`config.mk`:
```
export PLATFORM = sky130hd
export DESIGN_NAME = prog_serial_target
export DESIGN_NICKNAME = d
export VERILOG_FILES = /design/src/rtl/isp_pkg.sv /design/src/rtl/isp_datapath.sv /design/src/rtl/isp_control.sv /design/src/rtl/prog_serial_target.sv
export SDC_FILE = /design/constraint.sdc
export NUM_CORES = 1
export LEC_CHECK = 0
export BUFFER_PORTS_ARGS = -buffer_cell sky130_fd_sc_hd__buf_2
export CORE_MARGIN = 4
export CORE_UTILIZATION = 52
export CTS_CLUSTER_DIAMETER = 30
export DETAILED_ROUTE_END_ITERATION = 8
export HOLD_SLACK_MARGIN = 0.15
export PLACE_DENSITY_LB_ADDON = 0.05
export SYNTH_ARGS = -nofsm -noshare
export SYNTH_HDL_FRONTEND = slang
export SYNTH_HIERARCHICAL = 1
export SYNTH_SLANG_ARGS = --single-unit
```
`constraint.sdc`:
```
create_clock -name clk -period 2 [get_ports clk]
set_input_delay 0.2 -clock clk [delete_from_list [all_inputs] [get_ports clk]]
set_output_delay 0.2 -clock clk [all_outputs]
set_load 0.005 [all_outputs]
```
`src/rtl/isp_pkg.sv`:
```
package isp_pkg;
  localparam int INSTR_BITS = 32;
  localparam logic [7:0] OP_PREFIX  = 8'hAC;
  localparam logic [7:0] KEY_ENABLE = 8'h53;
  localparam logic [7:0] OP_LOAD_LO = 8'h40;
  localparam logic [7:0] OP_LOAD_HI = 8'h48;
  localparam logic [7:0] OP_RD_LO   = 8'h20;
  localparam logic [7:0] OP_RD_HI   = 8'h28;
  localparam logic [7:0] OP_RD_EE   = 8'hA0;

  typedef struct packed {
    logic       txLoad;
    logic [7:0] txByte;
  } ctrlStrobes_t;

  function automatic logic isReadOp(input logic [7:0] op);
    return (op == OP_RD_LO) || (op == OP_RD_HI) || (op == OP_RD_EE);
  endfunction
endpackage

```
`src/rtl/isp_datapath.sv`:
```
module isp_datapath
  import isp_pkg::*;
#(
  parameter int SYNC_STAGES = 2
) (
  input  logic                  clk,
  input  logic                  rstN,
  input  logic                  sckPin,
  input  logic                  sdiPin,
  input  logic                  progResetPin,
  input  ctrlStrobes_t          ctrl,
  output logic                  sdo,
  output logic                  rstSync,
  output logic                  byteDone,
  output logic [1:0]            byteIdx,
  output logic [INSTR_BITS-1:0] rxWord
);
  localparam int CW = $clog2(INSTR_BITS);

  logic [SYNC_STAGES-1:0][2:0] stage;
  logic [2:0] pinVec, syncVec;
  logic sckS, sdiS, sckPrev, rise, fall;
  logic [CW-1:0] bitCnt;
  logic [7:0] txShift;

  assign pinVec  = {progResetPin, sdiPin, sckPin};
  assign syncVec = stage[SYNC_STAGES-1];
  assign sckS    = syncVec[0];
  assign sdiS    = syncVec[1];
  assign rstSync = syncVec[2];
  assign rise    = sckS & ~sckPrev;
  assign fall    = ~sckS & sckPrev;

  always_ff @(posedge clk or negedge rstN) begin
    if (!rstN) begin
      stage   <= '0;
      sckPrev <= 1'b0;
    end else begin
      stage   <= {stage[SYNC_STAGES-2:0], pinVec};
      sckPrev <= sckS;
    end
  end

  always_ff @(posedge clk or negedge rstN) begin
    if (!rstN) begin
      bitCnt   <= '0;
      rxWord   <= '0;
      byteDone <= 1'b0;
      byteIdx  <= '0;
      txShift  <= '0;
      sdo      <= 1'b0;
    end else if (rstSync) begin
      bitCnt   <= '0;
      rxWord   <= '0;
      byteDone <= 1'b0;
      byteIdx  <= '0;
      txShift  <= '0;
      sdo      <= 1'b0;
    end else begin
      byteDone <= rise && (bitCnt[2:0] == 3'd7);
      if (rise) begin
        rxWord <= {rxWord[INSTR_BITS-2:0], sdiS};
        bitCnt <= bitCnt + CW'(1);
        if (bitCnt[2:0] == 3'd7) byteIdx <= bitCnt[CW-1:3];
      end
      if (ctrl.txLoad) begin
        txShift <= ctrl.txByte;
      end else if (fall) begin
        sdo     <= txShift[7];
        txShift <= {txShift[6:0], 1'b0};
      end
    end
  end

  // the serial output moves only on a falling serial clock or a pin reset
  a_r8_sdo_moves_on_fall: assert property (@(posedge clk) disable iff (!rstN)
    !$stable(sdo) |-> ($past(fall) || $past(rstSync)));
  // a pin reset suppresses the byte completion of the same cycle
  a_r10_reset_beats_byte: assert property (@(posedge clk) disable iff (!rstN)
    rstSync |=> !byteDone);
  // after a pin reset the output is quiet
  a_r9_reset_quiets_sdo: assert property (@(posedge clk) disable iff (!rstN)
    rstSync |=> !sdo);
endmodule

```
`src/rtl/isp_control.sv`:
```
module isp_control
  import isp_pkg::*;
#(
  parameter int SLOT_BITS = 7
) (
  input  logic                  clk,
  input  logic                  rstN,
  input  logic                  rstSync,
  input  logic                  byteDone,
  input  logic [1:0]            byteIdx,
  input  logic [INSTR_BITS-1:0] rxWord,
  input  logic [7:0]            readData,
  output ctrlStrobes_t          ctrl,
  output logic                  progEnabled,
  output logic                  instrValid,
  output logic [7:0]            instrOpcode,
  output logic [15:0]           instrAddr,
  output logic [7:0]            instrData,
  output logic                  pageWrEn,
  output logic [SLOT_BITS-1:0]  pageSlot,
  output logic                  pageHigh
);
  logic [7:0] op, b2, b3, b4;
  logic lastByte, isEnable, accept, isLoad;

  assign op = rxWord[31:24];
  assign b2 = rxWord[23:16];
  assign b3 = rxWord[15:8];
  assign b4 = rxWord[7:0];
  assign lastByte = byteDone && (byteIdx == 2'd3);
  assign isEnable = (op == OP_PREFIX) && (b2 == KEY_ENABLE);
  assign accept   = isEnable || progEnabled;
  assign isLoad   = (op == OP_LOAD_LO) || (op == OP_LOAD_HI);

  always_comb begin
    ctrl.txLoad = 1'b0;
    ctrl.txByte = readData;
    if (byteDone && byteIdx == 2'd1 && rxWord[15:8] == OP_PREFIX) begin
      ctrl.txLoad = 1'b1;
      ctrl.txByte = rxWord[7:0];
    end else if (byteDone && byteIdx == 2'd2 && progEnabled && isReadOp(rxWord[23:16])) begin
      ctrl.txLoad = 1'b1;
    end
  end

  always_ff @(posedge clk or negedge rstN) begin
    if (!rstN) begin
      progEnabled <= 1'b0;
      instrValid  <= 1'b0;
      instrOpcode <= '0;
      instrAddr   <= '0;
      instrData   <= '0;
      pageWrEn    <= 1'b0;
      pageSlot    <= '0;
      pageHigh    <= 1'b0;
    end else if (rstSync) begin
      progEnabled <= 1'b0;
      instrValid  <= 1'b0;
      pageWrEn    <= 1'b0;
    end else begin
      instrValid <= lastByte && accept;
      pageWrEn   <= lastByte && progEnabled && isLoad;
      if (lastByte && accept) begin
        instrOpcode <= op;
        instrAddr   <= {b2, b3};
        instrData   <= b4;
        pageSlot    <= b3[SLOT_BITS-1:0];
        pageHigh    <= op[3];
      end
      if (lastByte && isEnable) progEnabled <= 1'b1;
    end
  end

  // a strobe follows only the completion of the fourth byte
  a_r2_strobe_after_last_byte: assert property (@(posedge clk) disable iff (!rstN)
    instrValid |-> $past(byteDone && byteIdx == 2'd3));
  // enabling coincides with a strobed enable instruction
  a_r4_enable_on_strobe: assert property (@(posedge clk) disable iff (!rstN)
    $rose(progEnabled) |-> (instrValid && instrOpcode == OP_PREFIX && instrAddr[15:8] == KEY_ENABLE));
  // page writes need a prior enable
  a_r5_page_needs_enable: assert property (@(posedge clk) disable iff (!rstN)
    pageWrEn |-> ($past(progEnabled) && instrValid));
  // a pin reset drops the enable and any strobe
  a_r9_reset_drops_enable: assert property (@(posedge clk) disable iff (!rstN)
    rstSync |=> (!progEnabled && !instrValid && !pageWrEn));
endmodule

```
`src/rtl/prog_serial_target.sv`:
```
module prog_serial_target
  import isp_pkg::*;
#(
  parameter int SYNC_STAGES = 2,
  parameter int SLOT_BITS   = 7
) (
  input  logic                 clk,
  input  logic                 rstN,
  input  logic                 sckPin,
  input  logic                 sdiPin,
  input  logic                 progResetPin,
  input  logic [7:0]           readData,
  output logic                 sdoPin,
  output logic                 progEnabled,
  output logic                 instrValid,
  output logic [7:0]           instrOpcode,
  output logic [15:0]          instrAddr,
  output logic [7:0]           instrData,
  output logic [15:0]          rdAddr,
  output logic                 pageWrEn,
  output logic [SLOT_BITS-1:0] pageSlot,
  output logic                 pageHigh
);
  ctrlStrobes_t ctrl;
  logic rstSync, byteDone;
  logic [1:0] byteIdx;
  logic [INSTR_BITS-1:0] rxWord;

  assign rdAddr = rxWord[15:0];

  isp_datapath #(.SYNC_STAGES(SYNC_STAGES)) u_dp (
    .clk(clk), .rstN(rstN), .sckPin(sckPin), .sdiPin(sdiPin),
    .progResetPin(progResetPin), .ctrl(ctrl), .sdo(sdoPin),
    .rstSync(rstSync), .byteDone(byteDone), .byteIdx(byteIdx), .rxWord(rxWord)
  );

  isp_control #(.SLOT_BITS(SLOT_BITS)) u_ctl (
    .clk(clk), .rstN(rstN), .rstSync(rstSync), .byteDone(byteDone),
    .byteIdx(byteIdx), .rxWord(rxWord), .readData(readData), .ctrl(ctrl),
    .progEnabled(progEnabled), .instrValid(instrValid), .instrOpcode(instrOpcode),
    .instrAddr(instrAddr), .instrData(instrData), .pageWrEn(pageWrEn),
    .pageSlot(pageSlot), .pageHigh(pageHigh)
  );
endmodule

```
Word-level counts from Yosys, hierarchy flattened
Cells that the tools add are included.
{ "op_classes": {"n_addsub": 1, "n_reduce_logical": 24, "mux": 21, "n_eq_ne": 13, "bitwise_logic": 5} }
{ "op_table": {"columns": ["operator", "n"], "rows": [
  ["32-bit two-way mux", 2],
  ["8-bit two-way mux", 4],
  ["8-bit by 7-bit equality test with 1-bit output, second input constant", 3],
  ["8-bit equality test, second input constant", 3],
  ["8-bit by 6-bit equality test with 1-bit output, second input constant", 2],
  ["1-bit logical AND", 12],
  ["1-bit two-way mux", 10],
  ["5-bit two-way mux", 2],
  ["2-bit nonzero test", 4],
  ["2-bit two-way mux", 3],
  ["2-bit AND reduction", 3],
  ["5-bit by 1-bit adder with 5-bit output, second input constant", 1],
  ["2-bit equality test, second input constant", 2],
  ["1-bit logical OR", 4],
  ["3-bit equality test, second input constant", 1],
  ["1-bit inverter", 3],
  ["3-bit nonzero test", 1],
  ["1-bit AND", 2],
  ["2-bit by 1-bit equality test with 1-bit output, second input constant", 1],
  ["2-bit by 1-bit inequality test with 1-bit output, second input constant", 1]
]} }
{ "totals": {"word_cells": 81, "input_bits": 13, "register_bits": 99, "output_inout_bits": 60} }

Longest topological paths before layout
Gate-level depths: netlist of the first run.
{ "depth": {"word_depth": 8, "depth_mapped": 8, "depth_no_buf": 7} }

Modules after synthesis
The synthesis of the first run kept the hierarchy.
{ "by_module_without_submodules": {"columns": ["mod", "area_per_inst_um2", "n_inst", "cells_each", "seq_area_each_um2"], "rows": [
  ["isp_control", 2575.0, 1, 326, 875.8],
  ["isp_datapath", 2312.2, 1, 224, 1401.3]
]} }

Worst setup path before layout of the first run
OpenSTA, ideal clock, no wires.
{ "synth_timing": {"path_type": "register to register", "from": "register u_dp.byteIdx[0]", "to": "register u_dp.txShift[1]", "required_ns": 1.875, "slack_ns": -0.076, "setup_ns": 0.125, "synth_period_minus_slack_ns": 2.076, "arrival_time_ns": 1.951, "path_stages_with_launch": 9, "path_buffers": 1, "path_cell_list": "dfrtp_1 -> nand2_1 -> nor3b_1 -> nand4_1 -> o21ai_0 -> buf_4 -> nor2_1 -> o21ai_2 -> mux2_2"} }
{ "synth_rtl": {"columns": ["item", "line", "rtl"], "rows": [
  ["start: declaration", "isp_datapath.sv:15", "output logic [1:0] byteIdx,"],
  ["start signal: assignment", "isp_datapath.sv:64", "if (bitCnt[2:0] == 3'd7) byteIdx <= bitCnt[CW-1:3];"],
  ["end signal: assignment", "isp_datapath.sv:67", "txShift <= ctrl.txByte;"],
  ["end signal: assignment", "isp_datapath.sv:70", "txShift <= {txShift[6:0], 1'b0};"],
  ["end: declaration", "isp_datapath.sv:24", "logic [7:0] txShift;"]
]} }

==> impl_metrics.tcl, run 1 <==
set metrics [dict create \
    wl_mm 12.0 \
    post_cts.repair.setup_buffers 0 \
    htreeDepth 3 \
    syn_area_sq_um 4890 \
    seq_area_frac_synth 0.466 \
    synth_xor_area_frac 0.00179 \
    hpwl_mm 8.15 \
    clock_pin_slew_on_the_worst_setup_and_hold_paths_ns 0.09 \
    io_buffers 72 \
    grt_pass1_wl_mm 20.6 \
    grt_setup_unrepaired "true" \
    postSynthCellCount 550 \
    crit_arrival_ns 2.21 \
    worst-slew-pin-transition_ns 0.536 \
    layout.cells.most_common_list "sky130_fd_sc_hd__nand2_1, sky130_fd_sc_hd__dfrtp_1, sky130_fd_sc_hd__buf_2" \
    chipHeight_um 105 \
    synth_compound_area_frac 0.172 \
    clock_skew_ns 0.00799 \
    holdWs_ns 0.286 \
    worst-path-buf-inv 1 \
    grt_pass1_vias 4127 \
    power.leakage_nw 2.54 \
    cts_inserted_buffers 9 \
    cp-end-kind "flip-flop" \
    final_period_minus_worst_setup_slack_ns 1.96 \
    timing.critical_path.max_delay_family "simple AND/OR/NAND/NOR gates" \
    clock_tree.root_cell "sky130_fd_sc_hd__clkbuf_8" \
    grt_start_max_net_pins 78 \
    route.vias.total 4300 \
    leading_cell_type_in_the_layout_fill_and_taps_excluded "sky130_fd_sc_hd__nand2_1" \
    cp_cell_sequence "or4b_4, o21ai_1, buf_6, nor2_4, o21ai_4, mux2_4" \
    n_antenna_cell 0 \
    drive_gt1_frac 0.260 \
    synth_top_cells_by_area "sky130_fd_sc_hd__dfrtp_1, sky130_fd_sc_hd__nand2_1, sky130_fd_sc_hd__mux2_2" \
    synth_top_family_by_area "simple AND/OR/NAND/NOR gates" \
    clkSinkCount 91 \
    min_path_cells 4 \
    worst-r2r-setup-slack_ns 0.04 \
    synth_edf_count 0 \
    synthesis.nets 565 \
    yosys.area.top_type "sky130_fd_sc_hd__dfrtp_1" \
    crit_cells 6 \
    detail_route.first_pass.iterations 5 \
    worst-r2r-cell-count 6 \
    min_path_type "input pin to flip-flop" \
    run_status "complete, no violations" \
    layout-area-overhead-vs-synth_pct 17.7 \
    yosysTopAreaCellShare 0.466 \
    pre_cts_ws_ns 0.0257 \
    post_synth_mux_area_share 0.0556 \
    final_max_slew_viol_count 0 \
    clock_insertion_delay_worst_skew_ns 0.35 \
    timing.critical_path.slowest_stage_cell "sky130_fd_sc_hd__or4b_4" \
    nNetsFinal 637 \
    overall_power_consumption_mw 3.36 \
    startpoint_of_the_tightest_hold_check_path "readData[0]" \
    ys_async_sr_fraction 1.00 \
    remaining_design_rule_violation_count 0 \
    finalSetupTns_ns 0 \
    post_drt_via_cell_ratio 5.83 \
    r2r_start "u_dp/rxWord[18]" \
    count_of_endpoints_failing_hold_in_the_final_timing_report 0 \
    timing_worst_setup_path_type "flip-flop to flip-flop" \
    critical-path-max-stage-delay_ns 0.53 \
    post_layout_util 0.625 \
    cap_viol_max_count 0 \
    die_w_um 105 \
    final_antenna_net_count 0 \
    critical_path_required_ns 2.25 \
    antenna_found_initial 0 \
    floorplan.io_pins 73 \
    grt.total_usage 0.229 \
    initial_utilization 0.531 \
    cts_tree "yes" \
    crit_path_start "u_dp/rxWord[18]" \
    maxSlewHeadroom 0.643 \
    core_area_sq_um 9200 \
    ys.flop_type "sky130_fd_sc_hd__dfrtp_1" \
    start_kind "flip-flop" \
    synth_fa_ha_area_frac 0.00512 \
    die-area_sq_um 11000 \
    fin_crit_sh 0.981 \
    synth-warning-count 6 \
    cts.path.max_buffers 2 \
    post_synth_and_or_nand_nor_area_fraction 0.233 \
    global_route.overflow_total 0 \
    wire_per_inst_um 16.3 \
    postLayoutSetupSlackWorst_ns 0.0371 \
    maximum_vdd_drop_mv 0.426 \
    routability_congestion_estimate_from_global_placement 0.775 \
    synth_cell_type_count 43 \
    syn-mean-instance-area_sq_um 8.89 \
    critical_path_peak_fanout 10 \
    power_density_nw_per_um2 583 \
    clock.fmax_mhz 509 \
    placement_rows 35 \
    first_iter_violations 266 \
    setup_viol 0 \
    synth-seq-cells 91 \
]
==> power by group <==
group          total (mW)  switching [mW]  internal [mW]
clock                1.32           0.670          0.648
sequential           1.87          0.0181           1.85
combinational       0.169           0.106         0.0639
==> cell type report <==
cell class / instances / area [sq um]
tap: 111 / 139
fill: 780 / 3450
clock buffer: 11 / 151
inverter: 2 / 7.51
clock inverter: 5 / 61.3
timing repair buffer: 112 / 756
multi-input combinational: 406 / 2350
sequential: 91 / 2280
==> worst min-delay path: cells and delay by family <==
| family | cells | cell delay [ns] |
|---|---|---|
| mux | 1 | 0.14 |
| compound gates | 1 | 0.12 |
| buf+inv | 1 | 0.07 |
| simple gates | 1 | 0.05 |
==> cells in the mapped netlist, types with 7 or more instances <==
| master | n |
|---|---|
| sky130_fd_sc_hd__a21oi_1 | 36 |
| sky130_fd_sc_hd__nor2_1 | 17 |
| sky130_fd_sc_hd__dfrtp_1 | 91 |
| sky130_fd_sc_hd__o211ai_2 | 7 |
| sky130_fd_sc_hd__mux2_2 | 17 |
| sky130_fd_sc_hd__o211ai_1 | 17 |
| sky130_fd_sc_hd__nand2_1 | 152 |
| sky130_fd_sc_hd__o21ai_0 | 31 |
| sky130_fd_sc_hd__clkbuf_1 | 22 |
| sky130_fd_sc_hd__mux2i_1 | 8 |
| sky130_fd_sc_hd__buf_2 | 11 |
| sky130_fd_sc_hd__nand2b_1 | 27 |
| sky130_fd_sc_hd__a31oi_1 | 27 |
| sky130_fd_sc_hd__nor3_1 | 24 |
| sky130_fd_sc_hd__buf_4 | 9 |
==> metrics by stage <==
stage / std cells / area [sq um]
detailed placement: 718 / 5470
finish: 738 / 5750
global placement: 718 / 5470
CTS: 738 / 5720
floorplan: 550 / 4930
global route: 738 / 5750
==> per-layer routing <==
layer	track usage	vias up	routed length, um
met5	0	-	0
met3	0.0426	10	553
met2	0.365	111	5790
met4	0.0600	0	110
met1	0.321	2126	5580
li1	-	2053	-
==> final timing paths <==
kind / to
worst min-delay path: u_dp/txShift[0]
worst max-delay path: u_dp/txShift[2]
worst max register to register: u_dp/txShift[2]
max in group asynchronous: u_dp/syncVec[2]
worst min register to register: u_dp/syncVec[1]
min in group asynchronous: u_ctl/instrAddr[5]
==> sequential cells by signal, indices dropped and copies added, names as in the netlist <==
| register | flops |
|---|---|
| u_dp/byteIdx | 2 |
| u_dp/sckPrev | 1 |
| u_dp/byteDone | 1 |
| u_dp/rxWord | 32 |
| u_ctl/progEnabled | 1 |
| u_ctl/instrAddr | 16 |
| u_dp/txShift | 8 |
| u_dp/sdo | 1 |
| u_dp/bitCnt | 5 |
| u_dp/syncVec | 3 |
| u_dp/stage | 3 |
| u_ctl/pageWrEn | 1 |
| u_ctl/instrData | 8 |
| u_ctl/instrValid | 1 |
| u_ctl/instrOpcode | 8 |
==> cell families (layout without fill, tap and decap cells) <==
kind of cell,count (synthesis),after routing
AO/OA/AOI/OAI,132,132
XOR/XNOR,1,1
flip-flops,91,91
multiplexers,25,25
adder cells (fa/ha/maj),2,2
AND/OR/NAND/NOR,246,246
buffers and inverters,53,130
==> timing repair <==
action,4_1_cts,5_1_grt
resized for setup,0,6
endpoints found under the setup margin,0,17
hold buffers,4,0
hold endpoints to repair,39,0
No activity file was read; power rests on OpenSTA's default activity.
==> inputs of run 2 (changes only) <==
--- a/config.mk
+++ b/config.mk
@@ -6,8 +6,7 @@
 export NUM_CORES = 1
 export LEC_CHECK = 0
 export BUFFER_PORTS_ARGS = -buffer_cell sky130_fd_sc_hd__buf_2
-export CORE_MARGIN = 4
-export CORE_UTILIZATION = 52
+export CORE_UTILIZATION = 56
 export CTS_CLUSTER_DIAMETER = 30
 export DETAILED_ROUTE_END_ITERATION = 8
 export HOLD_SLACK_MARGIN = 0.15
==> constraint.sdc (replaced) <==
create_clock -name clk -period 2.3 [get_ports clk]
set_input_delay 0.23 -clock clk [delete_from_list [all_inputs] [get_ports clk]]
set_output_delay 0.23 -clock clk [all_outputs]
set_load 0.005 [all_outputs]
==> run 2 against run 1 <==
Net effect:
- flip-flop and latch count stayed put
- maximum frequency is 7.3% lower
- combinational power shrank 18%
- global-route usage up 3.6 points
- power down 14%
- clock power down 15%
- non-clock buffer count is 13 lower
- sequential power shrank 13%
- largest cell class unchanged
- die area down 17%
==> impl_metrics.tcl, run 2 (synthesis gave the netlist of run 1 again) <==
set metrics [dict create \
    power.leakage_nw 2.44 \
    worst-slew-pin-transition_ns 0.521 \
    place_area_sq_um 5300 \
    cts.path.max_buffers 2 \
    grt_most_used_layer "met2" \
    cts_tree "yes" \
    grt_pass1_wl_mm 18.8 \
    fillerInstances 678 \
    die_w_um 95.4 \
    worst-r2r-setup-slack_ns 0.18 \
    critical_path_required_ns 2.54 \
    r2r_start "u_dp/rxWord[17]" \
    grt.total_usage 0.264 \
    fin_crit_sh 0.921 \
    run_status "complete, no violations" \
    first_iter_violations 355 \
    grt_pass1_vias 3790 \
    sequential_cell_area_sq_um 2280 \
    pre_cts_ws_ns 0.114 \
    flip_flop_count_of_the_largest_register_after_layout 32 \
    global_route.usage.met2 0.407 \
    min_path_type "input pin to flip-flop" \
    maximum_vdd_drop_mv 0.324 \
    largest_register "u_dp/rxWord" \
    min_to "u_dp/txShift[0]" \
    cts_inserted_buffers 9 \
    finalSetupTns_ns 0 \
    n_antenna_cell 0 \
    reg2reg_to "u_dp/txShift[3]" \
    clock_tree.root_cell "sky130_fd_sc_hd__clkbuf_8" \
    clock.fmax_mhz 472 \
    min_path_cells 4 \
    critical_path_peak_fanout 9 \
    drive_gt1_frac 0.231 \
    floorplan.io_pins 73 \
    clock_skew_ns 0.0170 \
    htreeDepth 3 \
    die-area_sq_um 9100 \
    io_buffers 72 \
    overall_power_consumption_mw 2.89 \
    grt_setup_unrepaired "false" \
    crit_arrival_ns 2.36 \
    holdWs_ns 0.331 \
    hpwl_mm 7.52 \
    power_density_nw_per_um2 520 \
    clock_pin_slew_on_the_worst_setup_and_hold_paths_ns 0.09 \
    grt_start_max_net_pins 56 \
    nNetsFinal 624 \
    maxSlewHeadroom 0.653 \
    layout.cells.most_common_list "sky130_fd_sc_hd__nand2_1, sky130_fd_sc_hd__dfrtp_1, sky130_fd_sc_hd__buf_2" \
    worst-r2r-cell-count 6 \
    timing_worst_setup_path_type "flip-flop to flip-flop" \
    start_kind "flip-flop" \
    met3_usage 0.0367 \
    antenna_found_initial 0 \
    wl_mm 11.4 \
    use_met1 0.394 \
    detail_route.first_pass.iterations 5 \
    final_antenna_net_count 0 \
    layout-area-overhead-vs-synth_pct 13.5 \
    core_area_sq_um 8340 \
    initial_utilization 0.586 \
    leading_cell_type_in_the_layout_fill_and_taps_excluded "sky130_fd_sc_hd__nand2_1" \
    clkSinkCount 91 \
    postLayoutSetupSlackWorst_ns 0.182 \
    top_regs "u_dp/rxWord (32), u_ctl/instrAddr (16)" \
    chipHeight_um 95.4 \
    setup_viol 0 \
    route.vias.total 4175 \
    placement_rows 33 \
    final_max_slew_viol_count 0 \
    wire_per_inst_um 15.9 \
    multi_input_area_sq_um 2290 \
    post_drt_via_cell_ratio 5.81 \
    startpoint_of_the_tightest_hold_check_path "readData[0]" \
    cap_viol_max_count 0 \
    clock_insertion_delay_worst_skew_ns 0.36 \
    global_route.overflow_total 0 \
    routability_congestion_estimate_from_global_placement 0.786 \
    final_period_minus_worst_setup_slack_ns 2.12 \
    count_of_endpoints_failing_hold_in_the_final_timing_report 0 \
    cp-end-kind "flip-flop" \
    post-route-cell-area_sq_um 5550 \
    remaining_design_rule_violation_count 0 \
]
run 2: metal layers:
layer,routed length (um),vias up
li1,-,2024
met1,5450,2034
met2,5390,102
met3,424,15
met4,139,0
met5,0,-
run 2: where the power goes:
part / internal (mW) / switching [mW] / leakage (nW) / total [mW]
Sequential: 1.61 / 0.0150 / 1.25 / 1.62
Combinational: 0.0494 / 0.0891 / 1.08 / 0.138
Clock: 0.566 / 0.559 / 0.0998 / 1.12
run 2: worst max-delay path by stage:
stage | startpoint | endpoint | slack, ns | cells past startpoint
final | u_dp/rxWord[17] | u_dp/txShift[3] | 0.18 | 6
after CTS | u_dp/rxWord[17] | u_dp/txShift[3] | 0.11 | 6
after global routing | u_dp/rxWord[17] | u_dp/txShift[1] | 0.07 | 6
after floorplan | u_dp/byteIdx[0] | u_dp/txShift[1] | 0.22 | 8
after detailed placement | u_dp/rxWord[17] | u_dp/txShift[3] | 0.11 | 6
after global placement | u_dp/rxWord[17] | u_dp/txShift[6] | 0.19 | 6
run 2: final cells by class:
type / count / area share
Inverter: 2 / 0.00135
Clock buffer: 13 / 0.0286
Tap cell: 105 / 0.0237
Timing Repair Buffer: 99 / 0.115
Clock inverter: 3 / 0.00835
Sequential cell: 91 / 0.411
Multi-Input combinational cell: 406 / 0.412
run 2: repair_timing:
item                       in CTS  in global routing
hold endpoints to repair       39                  0
setup buffers                   0                  0
setup endpoints to repair       0                  2
resized for setup               0                  1
hold buffers                    4                  0
run 2: worst max-delay path, stage by stage, from the launching register on:
cell                      delay (ns)
sky130_fd_sc_hd__dfrtp_1        0.38
sky130_fd_sc_hd__or4b_2         0.67
sky130_fd_sc_hd__o21ai_1        0.18
sky130_fd_sc_hd__buf_4          0.22
sky130_fd_sc_hd__mux2i_1        0.22
sky130_fd_sc_hd__nor2_1         0.06
sky130_fd_sc_hd__mux2_2         0.29
run 2: metrics by stage:
stage	util	instances
CTS	0.665	719
floorplan	-	550
detailed placement	0.636	699
global placement	0.636	699
finish	0.665	719
global route	0.665	719
==> inputs of run 3 (changes only) <==
--- a/config.mk
+++ b/config.mk
@@ -5,8 +5,11 @@
 export SDC_FILE = /design/constraint.sdc
 export NUM_CORES = 1
 export LEC_CHECK = 0
+export ABC_AREA = 1
 export BUFFER_PORTS_ARGS = -buffer_cell sky130_fd_sc_hd__buf_2
-export CORE_UTILIZATION = 56
+export CELL_PAD_IN_SITES_DETAIL_PLACEMENT = 1
+export CELL_PAD_IN_SITES_GLOBAL_PLACEMENT = 1
+export CORE_UTILIZATION = 46
 export CTS_CLUSTER_DIAMETER = 30
 export DETAILED_ROUTE_END_ITERATION = 8
 export HOLD_SLACK_MARGIN = 0.15
==> run 3 against run 2 <==
Net effect:
- setup slack improved by 0.14 ns
- routed wire length decreased by 7.3%
- non-clock buffer count decreased by 19
- final cell count decreased by 7.8%
- clock-buffer cell count decreased by 2
- area after synthesis decreased by 9.9%
- register-to-register slack improved by 0.14 ns
- highest routed layer unchanged
==> impl_metrics.tcl, run 3 <==
set metrics [dict create \
    setup_viol 0 \
    start_kind "flip-flop" \
    clkSinkCount 91 \
    sw_frac_of_total 0.237 \
    largest_register "u_dp/rxWord" \
    htreeDepth 3 \
    synth_commonest_cells "sky130_fd_sc_hd__nand2_1, sky130_fd_sc_hd__dfrtp_1, sky130_fd_sc_hd__nand3_1" \
    postSynthCellCount 470 \
    synth_cell_type_count 34 \
    grt.total_usage 0.226 \
    final_period_minus_worst_setup_slack_ns 1.98 \
    clock_insertion_delay_worst_skew_ns 0.36 \
    postLayoutSetupSlackWorst_ns 0.323 \
    first_iter_violations 126 \
    post_layout_util 0.535 \
    place_area_sq_um 4670 \
    synth-warning-count 6 \
    critical_path_peak_fanout 11 \
    final_antenna_net_count 0 \
    pre_cts_ws_ns 0.387 \
    global_route.overflow_total 0 \
    power_density_nw_per_um2 617 \
    synthesis.nets 485 \
    place.detailed.instances 643 \
    cap_viol_max_count 0 \
    ys_async_sr_fraction 1.00 \
    seq_power_share 0.532 \
    count_of_endpoints_failing_hold_in_the_final_timing_report 0 \
    wl_mm 10.6 \
    cts_tree "yes" \
    critical_path_required_ns 2.59 \
    fin_crit_sh 0.860 \
    syn-mean-instance-area_sq_um 9.37 \
    synth_edf_count 0 \
    reg2reg_to "u_dp/txShift[5]" \
    clock_skew_ns 0.0126 \
    layoutNonFillerInstCount 663 \
    yosys.area.top_type "sky130_fd_sc_hd__dfrtp_1" \
    worst-slew-pin-transition_ns 0.745 \
    startpoint_of_the_tightest_hold_check_path "readData[5]" \
    cts.path.max_buffers 2 \
    power.net_switching_uw 722 \
    synth-seq-cells 91 \
    cts_inserted_buffers 9 \
    crit_arrival_ns 2.27 \
    min_to "u_dp/txShift[5]" \
    grt_pass1_wl_mm 17.6 \
    grt_pass1_vias 3479 \
    post_synth_and_or_nand_nor_area_fraction 0.251 \
    overall_power_consumption_mw 3.05 \
    final_max_slew_viol_count 0 \
    wire_per_inst_um 15.9 \
    nNetsFinal 544 \
    yosysTopAreaCellShare 0.517 \
    power.combinational.fraction 0.057 \
    grt_start_max_net_pins 64 \
    power.leakage_nw 2.54 \
    floorplan.io_pins 73 \
    synth_top_family_by_area "simple AND/OR/NAND/NOR gates" \
    io_buffers 72 \
    leading_cell_type_in_the_layout_fill_and_taps_excluded "sky130_fd_sc_hd__nand2_1" \
    post-route-cell-area_sq_um 4950 \
    maxSlewHeadroom 0.500 \
    route.vias.total 3420 \
    internal-power_mw 2.33 \
    drive_gt1_frac 0.287 \
    initial_utilization 0.477 \
    core_area_sq_um 9240 \
    crit_path_start "u_dp/rxWord[18]" \
    synth_compound_area_frac 0.113 \
    hpwl_mm 6.77 \
    post_synth_mux_area_share 0 \
    min_path_cells 5 \
    cts_resizes 0 \
    flip_flop_count_of_the_largest_register_after_layout 32 \
    worst-r2r-cell-count 9 \
    synth_fa_ha_area_frac 0.00568 \
    clock_tree.root_cell "sky130_fd_sc_hd__clkbuf_8" \
    cp-end-kind "flip-flop" \
    ys.flop_type "sky130_fd_sc_hd__dfrtp_1" \
    detail_route.first_pass.iterations 4 \
    share_clk_of_total_power 0.411 \
    die-area_sq_um 9970 \
    r2r_start "u_dp/rxWord[18]" \
    clock_pin_slew_on_the_worst_setup_and_hold_paths_ns 0.08 \
    finalSetupTns_ns 0 \
    timing_worst_setup_path_type "flip-flop to flip-flop" \
    post_drt_via_cell_ratio 5.16 \
    synth_top_cells_by_area "sky130_fd_sc_hd__dfrtp_1, sky130_fd_sc_hd__nand2_1, sky130_fd_sc_hd__nand3_1" \
    worst-r2r-setup-slack_ns 0.32 \
    layout.cells.most_common_list "sky130_fd_sc_hd__nand2_1, sky130_fd_sc_hd__dfrtp_1, sky130_fd_sc_hd__buf_2" \
    n_antenna_cell 0 \
    top_regs "u_dp/rxWord (32), u_ctl/instrAddr (16)" \
    placement_rows 35 \
    seq_area_frac_synth 0.517 \
    chipHeight_um 99.8 \
    clock.fmax_mhz 506 \
    routability_congestion_estimate_from_global_placement 0.783 \
    holdWs_ns 0.227 \
    remaining_design_rule_violation_count 0 \
    syn_area_sq_um 4400 \
    antenna_found_initial 0 \
    cts.hold.buffers_added 4 \
    synth_xor_area_frac 0 \
    die_w_um 99.8 \
    synth_most_common_cell "sky130_fd_sc_hd__nand2_1" \
    min_path_type "input pin to flip-flop" \
    maximum_vdd_drop_mv 0.337 \
    run_status "complete, no violations" \
    grt_setup_unrepaired "false" \
    post_cts.repair.setup_buffers 0 \
    layout-area-overhead-vs-synth_pct 12.4 \
]
run 3: area by class of cell:
| cell class | count | area [sq um] |
|---|---|---|
| flip-flops and latches | 91 | 2280 |
| repair buffers | 80 | 445 |
| inverters | 49 | 199 |
| multi-input cells | 298 | 1630 |
| fillers | 1099 | 4290 |
| clock buffers | 11 | 151 |
| well taps | 129 | 161 |
| clock inverters | 5 | 83.8 |
run 3: worst max path at each step:
stage	endpoint	slack, ns	depth (start not counted)
global placement	u_dp/txShift[7]	0.50	8
finish	u_dp/txShift[5]	0.32	9
detailed placement	u_ctl/instrAddr[9]	0.39	4
CTS	u_dp/txShift[5]	0.36	8
global route	u_dp/txShift[5]	0.22	9
floorplan	u_dp/txShift[2]	0.57	8
run 3: metal layers:
metal  routed length, um  GRT usage
met2                5010      0.376
met5                   0          0
met4                  96     0.0532
met1                5020      0.309
met3                 441     0.0390
run 3: worst max-delay path, cell delays in order (launching register included):
cell and delay [ns]:
sky130_fd_sc_hd__dfrtp_1 0.43, sky130_fd_sc_hd__nor2_2 0.16, sky130_fd_sc_hd__nor2_1 0.05, sky130_fd_sc_hd__nor4_1 0.22
sky130_fd_sc_hd__nand2_1 0.12, sky130_fd_sc_hd__nand2_1 0.42, sky130_fd_sc_hd__nor2_1 0.15, sky130_fd_sc_hd__nor2_1 0.18
sky130_fd_sc_hd__o211ai_1 0.11, sky130_fd_sc_hd__nand2_1 0.08
run 3: power groups by stage:
stage / logic [mW] / registers [mW] / clock network (mW)
CTS: 0.177 / 1.62 / 1.28
global route: 0.193 / 1.63 / 1.34
global placement: 0.169 / 1.66 / 0
detailed placement: 0.171 / 1.66 / 0
floorplan: 0.110 / 1.65 / 0
finish: 0.173 / 1.62 / 1.25
run 3: cell families after synthesis:
logic type | Yosys count
AO/OA/AOI/OAI | 58
flip-flops | 91
adder cells (fa/ha/maj) | 2
buffers and inverters | 81
AND/OR/NAND/NOR | 238
